`config.mk`:
```
export PLATFORM = sky130hd
export DESIGN_NAME = synth_div_pair
export DESIGN_NICKNAME = d
export VERILOG_FILES = /design/src/rtl/synth_div_pkg.sv /design/src/rtl/synth_pwr_ctl.sv /design/src/rtl/synth_prog_div.sv /design/src/rtl/synth_div_pair.sv
export SDC_FILE = /design/constraint.sdc
export NUM_CORES = 1
export LEC_CHECK = 0
export ABC_CLOCK_PERIOD_IN_PS = 4780
export BUFFER_PORTS_ARGS = -buffer_cell sky130_fd_sc_hd__buf_2
export CORE_MARGIN = 3
export CORE_UTILIZATION = 45
export DETAILED_ROUTE_END_ITERATION = 8
export MAX_ROUTING_LAYER = met4
export PLACE_DENSITY_LB_ADDON = 0.2
export SYNTH_ARGS = -nofsm -noshare
export SYNTH_HDL_FRONTEND = slang
export SYNTH_HIERARCHICAL = 1
export SYNTH_SLANG_ARGS = --single-unit
```
`constraint.sdc`:
```
create_clock -name clk_i -period 4.78 [get_ports clk_i]
set_clock_uncertainty 0.05 [all_clocks]
set_input_delay 0.478 -clock clk_i [delete_from_list [all_inputs] [get_ports clk_i]]
set_output_delay 0.478 -clock clk_i [all_outputs]
set_load 0.01 [all_outputs]
```
`src/rtl/synth_div_pkg.sv`:
```
package synth_div_pkg;
  localparam int REF_W    = 11;
  localparam int MAIN_W   = 17;
  localparam int REF_MIN  = 8;
  localparam int MAIN_MIN = 512;
endpackage

```
`src/rtl/synth_pwr_ctl.sv`:
```
module synth_pwr_ctl (
  input  logic clk_i,
  input  logic rst_ni,
  input  logic pon_i,
  input  logic spon_i,
  input  logic pol_i,
  output logic en_o,
  output logic start_o
);
  logic want;
  logic en_q;

  assign want = (pon_i == pol_i) && (spon_i == pol_i);

  always_ff @(posedge clk_i or negedge rst_ni) begin
    if (!rst_ni) en_q <= 1'b0;
    else         en_q <= want;
  end

  assign en_o    = en_q;
  assign start_o = want & ~en_q;

  p_off_if_pon_idle_r1: assert property (@(posedge clk_i) disable iff (!rst_ni)
    (pon_i != pol_i) |=> !en_o);
  p_off_if_spon_idle_r1: assert property (@(posedge clk_i) disable iff (!rst_ni)
    (spon_i != pol_i) |=> !en_o);
  p_on_at_pol_level_r2: assert property (@(posedge clk_i) disable iff (!rst_ni)
    (pon_i == pol_i && spon_i == pol_i) |=> en_o);
endmodule

```
`src/rtl/synth_prog_div.sv`:
```
module synth_prog_div #(
  parameter int W   = 11,
  parameter int MIN = 8
) (
  input  logic         clk_i,
  input  logic         rst_ni,
  input  logic         en_i,
  input  logic         start_i,
  input  logic         tick_i,
  input  logic [W-1:0] ratio_i,
  output logic         edge_o,
  output logic         reload_o
);
  localparam logic [W-1:0] MIN_V = W'(MIN);
  localparam logic [W-1:0] ONE   = W'(1);

  logic [W-1:0] act_q, cnt_q, nxt_ratio;
  logic         edge_q, fire;

  // refused ratios keep the last legal one
  assign nxt_ratio = (ratio_i >= MIN_V) ? ratio_i : act_q;
  assign fire      = en_i & tick_i & (cnt_q == '0);
  assign reload_o  = fire;

  always_ff @(posedge clk_i or negedge rst_ni) begin
    if (!rst_ni) begin
      act_q  <= MIN_V;
      cnt_q  <= '0;
      edge_q <= 1'b0;
    end else begin
      edge_q <= fire;
      if (start_i || fire) begin
        act_q <= nxt_ratio;
        cnt_q <= nxt_ratio - ONE;
      end else if (en_i && tick_i) begin
        cnt_q <= cnt_q - ONE;
      end
    end
  end

  assign edge_o = edge_q;

  // R4 for the main instance
  p_ratio_floor_r3: assert property (@(posedge clk_i) disable iff (!rst_ni)
    act_q >= MIN_V);
  p_cnt_in_period_r5: assert property (@(posedge clk_i) disable iff (!rst_ni)
    cnt_q < act_q);
  p_reload_at_wrap_r6: assert property (@(posedge clk_i) disable iff (!rst_ni)
    !$stable(act_q) |-> $past(fire | start_i));
  p_common_start_r7: assert property (@(posedge clk_i) disable iff (!rst_ni)
    start_i |=> (cnt_q == act_q - ONE));
  p_quiet_when_off_r8: assert property (@(posedge clk_i) disable iff (!rst_ni)
    !en_i |=> !edge_o);
endmodule

```
`src/rtl/synth_div_pair.sv`:
```
module synth_div_pair
  import synth_div_pkg::*;
#(
  parameter int RW   = REF_W,
  parameter int MW   = MAIN_W,
  parameter int RMIN = REF_MIN,
  parameter int MMIN = MAIN_MIN
) (
  input  logic          clk_i,
  input  logic          rst_ni,
  input  logic          ref_tick_i,
  input  logic          rf_tick_i,
  input  logic [RW-1:0] ref_ratio_i,
  input  logic [MW-1:0] main_ratio_i,
  input  logic          pon_i,
  input  logic          spon_i,
  input  logic          pol_i,
  output logic          synth_en_o,
  output logic          ref_edge_o,
  output logic          main_edge_o,
  output logic          ratio_rd_o
);
  logic en, start, ref_rd, main_rd;

  synth_pwr_ctl u_pwr (
    .clk_i, .rst_ni, .pon_i, .spon_i, .pol_i,
    .en_o(en), .start_o(start)
  );

  synth_prog_div #(.W(RW), .MIN(RMIN)) u_ref_div (
    .clk_i, .rst_ni, .en_i(en), .start_i(start), .tick_i(ref_tick_i),
    .ratio_i(ref_ratio_i), .edge_o(ref_edge_o), .reload_o(ref_rd)
  );

  synth_prog_div #(.W(MW), .MIN(MMIN)) u_main_div (
    .clk_i, .rst_ni, .en_i(en), .start_i(start), .tick_i(rf_tick_i),
    .ratio_i(main_ratio_i), .edge_o(main_edge_o), .reload_o(main_rd)
  );

  assign synth_en_o = en;
  assign ratio_rd_o = ref_rd | main_rd;

  p_read_then_edge_r9: assert property (@(posedge clk_i) disable iff (!rst_ni)
    ratio_rd_o |=> (ref_edge_o | main_edge_o));
  p_first_edges_need_en_r8: assert property (@(posedge clk_i) disable iff (!rst_ni)
    $rose(synth_en_o) |-> !(ref_edge_o | main_edge_o));
endmodule

```
==> reports/metrics.yaml, run 1 <==
grt:
  grt_overflow: 0
  antenna_found_initial: 0
  grtUsageTotal_pct: 23.7
  grt_pass1_wl_um: 18900
  grt_max_degree: 60
  grt_pass1_vias: 3526
route:
  firstDrtPassIters: 5
  drc: 0
  route.antenna.remaining_nets: 0
  drtIter0Drc: 353
  wl_per_cell_um: 18.3
  dr_total_vias: 3978
  viasPerCell: 6.45
  routed_wl_um: 11300
clock_tree:
  hold_buffers: 0
  post_cts_buffers: 0
  cts.sinks: 59
  htree_levels: 3
  clkTransAtPathRegs_ns: 0.07
  cts_resized: 0
  clk-insertion-delay-late_ns: 0.35
  clk_path_buf_depth: 2
  ctsRootBufferMaster: "clkbuf_8"
  cts_buffers: 9
  cts_tree: "yes"
final_layout:
  finalNetCount: 541
  antenna_cells: 0
  final_area_um2: 4640
  layout-drive-gt1-share_pct: 21.4
  syn_to_final_growth_pct: 10.6
  multi_input_area_um2: 2540
  final-seq-area_um2: 1480
  fill_cells: 808
  layout_common_cells: "dfrtp_1 (57), nor2_1 (46), nand2_1 (44)"
  final_common_cell: "dfrtp_1"
pwr:
  p_per_area_nw_per_um2: 405
  cellLeakagePower_uw: 0.00186
  vdd_ir_drop_max_v: 0.000187
  p_total_uw: 1880
critical_path:
  crit_required_ns: 4.97
  slowest_stage: "or4_4"
  end_kind: "register"
  start_kind: "register"
  worstPathMaxFanout: 11
  path_cells: "or4_4 > nor4_4 > a21oi_2 > a21oi_1 > ha_1 > or2b_2 > nor4_1 > nand3_1 > nand3b_1 > a31o_1"
  max_stage_delay_ns: 0.57
  cp.arrival_ns: 3.99
  critPathKind: "register to register"
sta:
  hold_viol_final: 0
  drv_slew: 0
  layout_min_cycle_time_ns: 3.80
  slew_headroom_pct: 34.8
  fmaxAchievable_mhz: 263
  fin_setup_tns_ns: 0
  timing.final.crit_share_pct: 79.4
  worst_slew_pin_slew_ns: 0.978
  finalSetupViolCount: 0
  rsz0062_at_grt: "false"
synthesis:
  synth_nets: 508
  synth_top_family_by_area: "compound AO/OA/AOI/OAI gates"
  synth_compound_area_share_pct: 25.3
  synthFlopType: "dfrtp_1"
  syn-instance-count: 471
  yosysUniqueCellTypes: 81
  synthAdderAreaFrac_pct: 0.596
  yosys.area.top_type_share_pct: 34.0
  synth.avg_cell_area_um2: 8.91
  synth_area_um2: 4200
  yosysTopAreaCell: "dfrtp_1"
  synth_edf_count: 0
  async_flop_share_pct: 100
  synth_mux_area_share_pct: 6.97
  synth_xor_area_share_pct: 2.30
  yosysWarnings: 6
  yosys.area_share.simple_pct: 25.2
  synthTopCellsByArea: "dfrtp_1 (34%), mux2_2 (4.3%), nor2_1 (4.1%), nand2_1 (3.9%), a21oi_1 (3.7%)"
  ys_ff_latch: 59
  ys_seq_area_share_pct: 35.2
die:
  dieArea_um2: 10500
  io_pins: 39
  die-width_um: 103
  rows: 34
  coreArea_um2: 8890
  die_h_um: 103
  start_util_pct: 47.2
placed_design:
  placed_area_um2: 4430
  dpl.hpwl_um: 7930
  io_buffers: 38
  place.gp.congestion: 0.919
hold_path:
  hold_class: "primary input to asynchronous set/reset pin"
run:
  maxCapViolCount: 0
status:
  status: "complete, no violations"
-- cells in the mapped netlist, types with 3 or more instances --
library cell	n
and2_1	3
a21o_1	4
mux2i_1	9
or3_1	8
a22o_1	13
o2111ai_1	3
a41oi_1	6
a21oi_2	3
clkbuf_1	6
or4_1	8
buf_2	10
mux2_2	16
nor2_1	46
o21ai_1	3
nor3_1	19
nand2_1	44
o31ai_1	3
o41ai_1	4
dfrtp_1	57
and3_1	4
buf_6	5
a211o_1	3
nor4_1	8
a211oi_1	4
nand3_1	20
a31oi_1	7
o21ai_0	31
a21oi_1	31
xor2_1	9
inv_1	8
nand4_1	5
o211ai_1	4
nor4_4	4
-- area by class of cell --
type,instances,share of cell area [%]
flip-flops and latches,59,31.9
well taps,108,2.91
clock buffers,12,3.56
clock inverters,4,1.02
repair buffers,45,5.23
inverters,9,0.728
multi-input cells,380,54.7
-- stage by stage --
step           cells  setup WS, ns  utilization, %  hold slack, ns
3_5_place_dp     601          1.09            49.8           0.435
4_1_cts          617          1.05            52.2           0.260
3_3_place_gp     601          1.19            49.8           0.432
6_report         617         0.984            52.2           0.210
5_1_grt          617         0.723            52.2           0.301
2_1_floorplan    471          1.07               -           0.132
-- critical path: cells and delay by family (launching register included) --
kind	cells	cell delay (ns)
fa+ha+maj	1	0.44
simple gates	6	2.10
compound gates	3	0.66
flops	1	0.44
-- registers in the layout, summed over array words and instances (netlist names) --
signal / flops
u_ref_div/edge_o: 1
u_ref_div/cnt_q: 11
u_main_div/edge_o: 1
u_main_div/cnt_q: 17
u_main_div/act_q: 17
u_pwr/en_o: 1
u_ref_div/act_q: 11
-- layer usage --
metal | track usage, % | up-vias | part of all wire (%)
li1 | - | 1881 | -
met1 | 38.6 | 1920 | 51
met2 | 29.3 | 166 | 40
met3 | 2.91 | 11 | 7.1
met4 | 8.07 | 0 | 1.2
met5 | - | - | 0
-- where the power goes --
part           total, uW  switching, uW  internal, uW
clock                500            218           282
sequential           831            186           645
combinational        550            311           239
-- path summary, 6_finish.rpt --
check                                      from              endpoint  slack, ns  cells after the start
hold / removal                           rst_ni   u_main_div/cnt_q[3]       0.21                      2
min in group clk_i              main_ratio_i[5]   u_main_div/act_q[5]       0.34                      2
setup reg to reg           u_main_div/cnt_q[12]  u_main_div/cnt_q[16]       0.98                     10
hold reg to reg              u_ref_div/act_q[5]    u_ref_div/act_q[5]       0.46                      1
max in group asynchronous                rst_ni   u_main_div/act_q[8]       3.94                      2
setup / recovery           u_main_div/cnt_q[12]  u_main_div/cnt_q[16]       0.98                     10
-- kinds of logic after synthesis --
| family | count (synthesis) |
|---|---|
| xor+xnor | 11 |
| simple gates | 192 |
| fa+ha+maj | 2 |
| buf+inv | 32 |
| mux | 27 |
| flops | 59 |
| compound gates | 148 |
Power figures use the tool's default switching activity.
==> run 2, diff against run 1 <==
ABC_CLOCK_PERIOD_IN_PS = 3150   (was 4780)
clock period = 3.15 ns   (was 4.78 ns; I/O delays follow)
==> run 2 against run 1 <==
  * Hold slack worse by 0.024 ns
  * Via count up 5.8%
  * Power up 63%
  * Non-clock buffer count up 39
  * Utilization up 4.7 points
  * Count of clock-buffer cells in the layout unchanged
  * Largest power group unchanged
==> reports/metrics.yaml, run 2 (synthesized netlist as in run 1, its figures left out) <==
critical_path:
  cp.arrival_ns: 3.25  # was 3.99 ns
  crit_required_ns: 3.34  # was 4.97 ns
  critPathMostFrequentCell: "a21oi_4"
  critPathKind: "register to register"  # unchanged
  slowest_stage: "or4_4"  # unchanged
  worstPathMaxFanout: 6  # was 11
  path_buf_inv: 1  # was 0
  reg2reg_slack_ns: 0.09  # was 0.98 ns
  max_stage_delay_ns: 0.57  # about the same
  path_cells: "or4_4 > nor4_4 > a21oi_4 > buf_12 > a21oi_4 > a21oi_4 > ha_4 > or2b_4 > nor4_4 > a311o_2 > a31o_1"  # was or4_4 > nor4_4 > a21oi_2 > a21oi_1 > ha_1 > or2b_2 > nor4_1 > nand3_1 > nand3b_1 > a31o_1
  start_kind: "register"  # unchanged
  critPathTopFamily: "simple AND/OR/NAND/NOR gates"  # unchanged
  end_kind: "register"  # unchanged
placed_design:
  io_buffers: 38  # unchanged
  dpl.hpwl_um: 8380  # was 7930 um
  place.gp.congestion: 0.914  # was 0.919
  placed_area_um2: 4670  # was 4430 um^2
pwr:
  comb_power_share_pct: 35.8  # was 29.2%
  vdd_ir_drop_max_v: 0.000314  # was 0.000187 V
  p_per_area_nw_per_um2: 605  # was 405 nW/um^2
  clkPwrFrac_pct: 24.6  # was 26.6%
  netSwitchingPower_uw: 1130  # was 715 uW
  p_sw_share_pct: 37.0  # was 38.0%
  p_int_uw: 1930  # was 1170 uW
  power_frac_seq_pct: 39.7  # was 44.2%
  cellLeakagePower_uw: 0.00208  # was 0.00186 uW
sta:
  hold_viol_final: 0  # unchanged
  layout_min_cycle_time_ns: 3.06  # was 3.80 ns
  drv_slew: 0  # unchanged
  rsz0062_at_grt: "true"  # was false
  finalSetupViolCount: 0  # unchanged
  worst_slew_pin_slew_ns: 1.02  # was 0.978 ns
  timing.final.crit_share_pct: 97.3  # was 79.4%
  fin_setup_tns_ns: 0  # unchanged
  slew_headroom_pct: 32.2  # was 34.8%
  fmaxAchievable_mhz: 326  # was 263 MHz
final_layout:
  layout_common_cells: "dfrtp_1 (57), nor2_1 (46), nand2_1 (44)"  # unchanged
  multi_input_area_um2: 2630  # was 2540 um^2
  final-seq-area_um2: 1480  # unchanged
  fill_cells: 777  # was 808
  antenna_cells: 0  # unchanged
  final_area_um2: 5060  # was 4640 um^2
  layout-drive-gt1-share_pct: 28.3  # was 21.4%
  syn_to_final_growth_pct: 20.6  # was 10.6%
  top_regs: "u_main_div/act_q: 17 flops, u_main_div/cnt_q: 17 flops"  # unchanged
  finalNetCount: 580  # was 541
  final_common_cell: "dfrtp_1"  # unchanged
clock_tree:
  cts_tree: "yes"  # unchanged
  ctsRootBufferMaster: "clkbuf_8"  # unchanged
  htree_levels: 3  # unchanged
  clkTransAtPathRegs_ns: 0.07  # about the same
  clk_path_buf_depth: 2  # unchanged
  cts.sinks: 59  # unchanged
  cts_buffers: 9  # unchanged
  clk-insertion-delay-late_ns: 0.35  # about the same
grt:
  grtUsageTotal_pct: 23.9  # was 23.7%
  antenna_found_initial: 0  # unchanged
  grt_overflow: 0  # unchanged
  grt_pass1_vias: 3847  # was 3526
  grt_pass1_wl_um: 19300  # was 18900 um
  grt_max_degree: 34  # was 60
route:
  viasPerCell: 6.41  # was 6.45
  wl_per_cell_um: 18.0  # was 18.3 um
  routed_wl_um: 11800  # was 11300 um
  drtIter0Drc: 473  # was 353
  firstDrtPassIters: 5  # unchanged
  route.antenna.remaining_nets: 0  # unchanged
  dr_total_vias: 4207  # was 3978
  drc: 0  # unchanged
die:
  die-width_um: 103  # unchanged
  dieArea_um2: 10500  # unchanged
  die_h_um: 103  # unchanged
  start_util_pct: 47.2  # unchanged
  coreArea_um2: 8890  # unchanged
  rows: 34  # unchanged
  io_pins: 39  # unchanged
status:
  status: "complete, no violations"  # unchanged
run:
  maxCapViolCount: 0  # unchanged
hold_path:
  hold_class: "primary input to register"  # was primary input to asynchronous set/reset pin
-- run 2: changes by cell type in the layout (fill, tap and decap cells not counted), sizes merged --
cell and change:
buf +37, clkbuf +1, dlygate4sd3 +1
-- run 2: cell type report --
type                            count  area share, %
Tap cell                          108           2.67
Sequential cell                    59           29.2
Clock inverter                      4          0.939
Inverter                            9          0.667
Multi-Input combinational cell    380           52.0
Clock buffer                       12           3.26
Timing Repair Buffer               84           11.2
-- run 2: repair_timing --
action | in CTS | in global routing
endpoints found under the setup margin | 3 | 4
cloned | 0 | 1
endpoints found under the hold margin | 25 | 0
resized for setup | 2 | 15
pin swaps | 0 | 9
hold buffers | 1 | 0
setup buffers | 0 | 8
-- run 2: worst paths after layout --
check,startpoint,endpoint,cells after the start
setup / recovery,u_main_div/cnt_q[12],u_main_div/cnt_q[16],11
hold / removal,ref_ratio_i[0],u_ref_div/act_q[0],2
setup reg to reg,u_main_div/cnt_q[12],u_main_div/cnt_q[16],11
hold reg to reg,u_ref_div/act_q[10],u_ref_div/act_q[10],1
max in group asynchronous,rst_ni,u_ref_div/act_q[3],3
min in group asynchronous,rst_ni,u_main_div/cnt_q[3],2
-- run 2: layer usage --
layer	track usage (%)	part of all wire (%)	vias to the layer above
met5	-	0	-
li1	-	-	1956
met3	3.25	6.4	14
met1	37.0	51	2058
met4	7.37	1.4	0
met2	31.8	41	179
-- run 2: per-stage QoR --
stage	total power, uW	instances	hold slack, ns	worst slack, ns	util [%]
floorplan	1850	471	-0.0306	0.000877	-
global placement	2190	630	0.326	0.0674	52.5
detailed placement	2220	630	0.338	-0.0342	52.5
CTS	2980	647	0.169	-0.00782	55.2
global route	3250	656	0.196	-0.0296	56.9
finish	3060	656	0.187	0.0856	56.9
-- run 2: worst register-to-register path, delay by kind of cell (launching register included) --
kind	cells	cell delay, ns
and+or+nand+nor	4	1.22
adders and majority gates	1	0.19
AOI/OAI and AO/OA	5	0.93
buffers and inverters	1	0.16
DFF	1	0.39
-- run 2: power groups by stage --
stage               combinational (uW)  clock (uW)  sequential [uW]
CTS                               1020         760             1200
floorplan                          674           0             1180
global placement                   991           0             1200
detailed placement                1010           0             1210
finish                            1090         752             1210
global route                      1210         795             1240
==> run 3, diff against run 2 <==
ABC_CLOCK_PERIOD_IN_PS = 3230   (was 3150)
SKIP_LAST_GASP = 1   (was not set)
clock period = 3.23 ns   (was 3.15 ns; I/O delays follow)
==> run 3 against run 2 <==
  * The run now ends with negative setup slack left
  * Design area decreased by 1.6%
  * Power fell by 4.6%
  * Cell count down 1.2%
  * Worst setup slack got worse by 0.098 ns
  * Global-route usage fell by 0.066 points
  * Die area is the same
  * Register-to-register slack lost 0.098 ns
  * Critical endpoint unchanged
  * Largest cell class unchanged
==> reports/metrics.yaml, run 3 (synthesized netlist as in run 1, its figures left out) <==
status:
  status: "finished with violations"  # was complete, no violations
  violations: "negative setup slack"
route:
  route.antenna.remaining_nets: 0  # unchanged
  viasPerCell: 6.37  # was 6.41
  firstDrtPassIters: 5  # unchanged
  drc: 0  # unchanged
  routed_wl_um: 11900  # was 11800 um
  dr_total_vias: 4128  # was 4207
  drtIter0Drc: 397  # was 473
  wl_per_cell_um: 18.3  # was 18.0 um
placed_design:
  io_buffers: 38  # unchanged
  placed_area_um2: 4590  # was 4670 um^2
  placed_cells: 620  # was 630
  place.gp.congestion: 0.932  # was 0.914
  dpl.hpwl_um: 8400  # was 8380 um
clock_tree:
  cts_tree: "yes"  # unchanged
  ctsRootBufferMaster: "clkbuf_8"  # unchanged
  clkTransAtPathRegs_ns: 0.06  # was 0.07 ns
  clk_path_buf_depth: 2  # unchanged
  cts_buffers: 9  # unchanged
  clk-insertion-delay-late_ns: 0.34  # was 0.35 ns
  cts.sinks: 59  # unchanged
  htree_levels: 3  # unchanged
final_layout:
  final_area_um2: 4980  # was 5060 um^2
  antenna_cells: 0  # unchanged
  top_regs: "u_main_div/act_q: 17 flops, u_main_div/cnt_q: 17 flops"  # unchanged
  layout-drive-gt1-share_pct: 26.9  # was 28.3%
  fill_cells: 795  # was 777
  finalNetCount: 572  # was 580
  final_cells: 648  # was 656
  layout_common_cells: "dfrtp_1 (56), nor2_1 (46), nand2_1 (44)"  # was dfrtp_1 (57), nor2_1 (46), nand2_1 (44)
  utilization_pct: 56.0  # was 56.9%
  final_common_cell: "dfrtp_1"  # unchanged
  syn_to_final_growth_pct: 18.7  # was 20.6%
pwr:
  p_total_uw: 2920  # was 3060 uW
  p_per_area_nw_per_um2: 586  # was 605 nW/um^2
  vdd_ir_drop_max_v: 0.000275  # was 0.000314 V
  cellLeakagePower_uw: 0.00203  # was 0.00208 uW
grt:
  grtUsageTotal_pct: 23.8  # was 23.9%
  grt_max_degree: 30  # was 34
  grt_pass1_vias: 3762  # was 3847
  grt_overflow: 0  # unchanged
  antenna_found_initial: 0  # unchanged
  grt_pass1_wl_um: 19400  # was 19300 um
critical_path:
  crit_required_ns: 3.40  # was 3.34 ns
  worstPathMaxFanout: 5  # was 6
  critPathKind: "register to register"  # unchanged
  start_kind: "register"  # unchanged
  cp.arrival_ns: 3.42  # was 3.25 ns
  end_kind: "register"  # unchanged
run:
  maxCapViolCount: 0  # unchanged
sta:
  timing.final.crit_share_pct: 100  # was 97.3%
  slew_headroom_pct: 37.7  # was 32.2%
  whs_ns: 0.201  # was 0.187 ns
  drv_slew: 0  # unchanged
  setup_ws_ns: -0.0121  # was 0.0856 ns
  finalSetupViolCount: 1  # was 0
  rsz0062_at_grt: "true"  # unchanged
  worst_slew_pin_slew_ns: 0.935  # was 1.02 ns
  hold_viol_final: 0  # unchanged
  layout_min_cycle_time_ns: 3.24  # was 3.06 ns
  fmaxAchievable_mhz: 308  # was 326 MHz
die:
  start_util_pct: 47.2  # unchanged
  coreArea_um2: 8890  # unchanged
  die-width_um: 103  # unchanged
  die_h_um: 103  # unchanged
  rows: 34  # unchanged
  io_pins: 39  # unchanged
  dieArea_um2: 10500  # unchanged
hold_path:
  hold_class: "primary input to register"  # unchanged
[run 3: changes by cell type in the layout (fill, tap and decap cells not counted), sizes merged]
cell / before / now
buf: 82 / 74
clkbuf: 13 / 15
clkinv: 3 / 1
bufinv: 1 / 2
clkinvlp: 1 / 0
[run 3: timing repair]
item / CTS / global route
buffers inserted: 0 / 10
endpoints found under the setup margin: 0 / 5
gates resized for setup: 0 / 19
hold buffers: 1 / 0
hold endpoints to repair: 18 / 0
[run 3: path summary, 6_finish.rpt]
path | from | end | slack [ns] | cells past startpoint
max in group asynchronous | rst_ni | u_main_div/act_q[9] | 1.86 | 3
setup reg to reg | u_main_div/cnt_q[12] | u_main_div/cnt_q[16] | -0.01 | 12
setup / recovery | u_main_div/cnt_q[12] | u_main_div/cnt_q[16] | -0.01 | 12
min in group asynchronous | rst_ni | u_main_div/cnt_q[2] | 0.52 | 2
hold / removal | ref_ratio_i[0] | u_ref_div/act_q[0] | 0.20 | 2
hold reg to reg | u_ref_div/act_q[9] | u_ref_div/act_q[9] | 0.45 | 1
[run 3: cell type report]
class,instances,area [um^2],share of cell area [%]
multi-input combinational,380,2620,52.6
tap,108,135,2.71
clock inverter,2,60.1,1.21
inverter,9,33.8,0.678
timing repair buffer,76,512,10.3
sequential,59,1480,29.7
clock buffer,14,143,2.86
[run 3: critical path, stage by stage, from the launching register on]
cell and delay, ns:
dfrtp_2 0.43, or4_4 0.56, nor4_4 0.41, a21oi_4 0.15
buf_12 0.16, a21oi_4 0.12, a21oi_2 0.05, ha_2 0.21
or2b_4 0.23, nor4_4 0.03, buf_4 0.14, a311o_2 0.37
a31o_1 0.20
[run 3: where the power goes]
part | switching, uW | leakage [uW] | total, uW | internal, uW
Clock | 294 | 0.0000989 | 731 | 437
Combinational | 500 | 0.00122 | 962 | 462
Sequential | 272 | 0.000711 | 1230 | 956
Total | 1070 | 0.00203 | 2920 | 1860
[run 3: stage by stage]
| stage | setup slack [ns] | TNS [ns] |
|---|---|---|
| finish | -0.0121 | -0.0121 |
| detailed placement | 0.0932 | 0 |
| floorplan | 0.0293 | 0 |
| CTS | 0.00716 | 0 |
| global placement | 0.198 | 0 |
| global route | -0.140 | -0.415 |
[run 3: layer usage]
| layer | vias up | part of all wire (%) | track usage [%] |
|---|---|---|---|
| li1 | 1949 | - | - |
| met2 | 192 | 41 | 30.1 |
| met1 | 1971 | 49 | 38.5 |
| met4 | 0 | 1.6 | 6.76 |
| met3 | 16 | 9.2 | 3.18 |
| met5 | - | 0 | - |
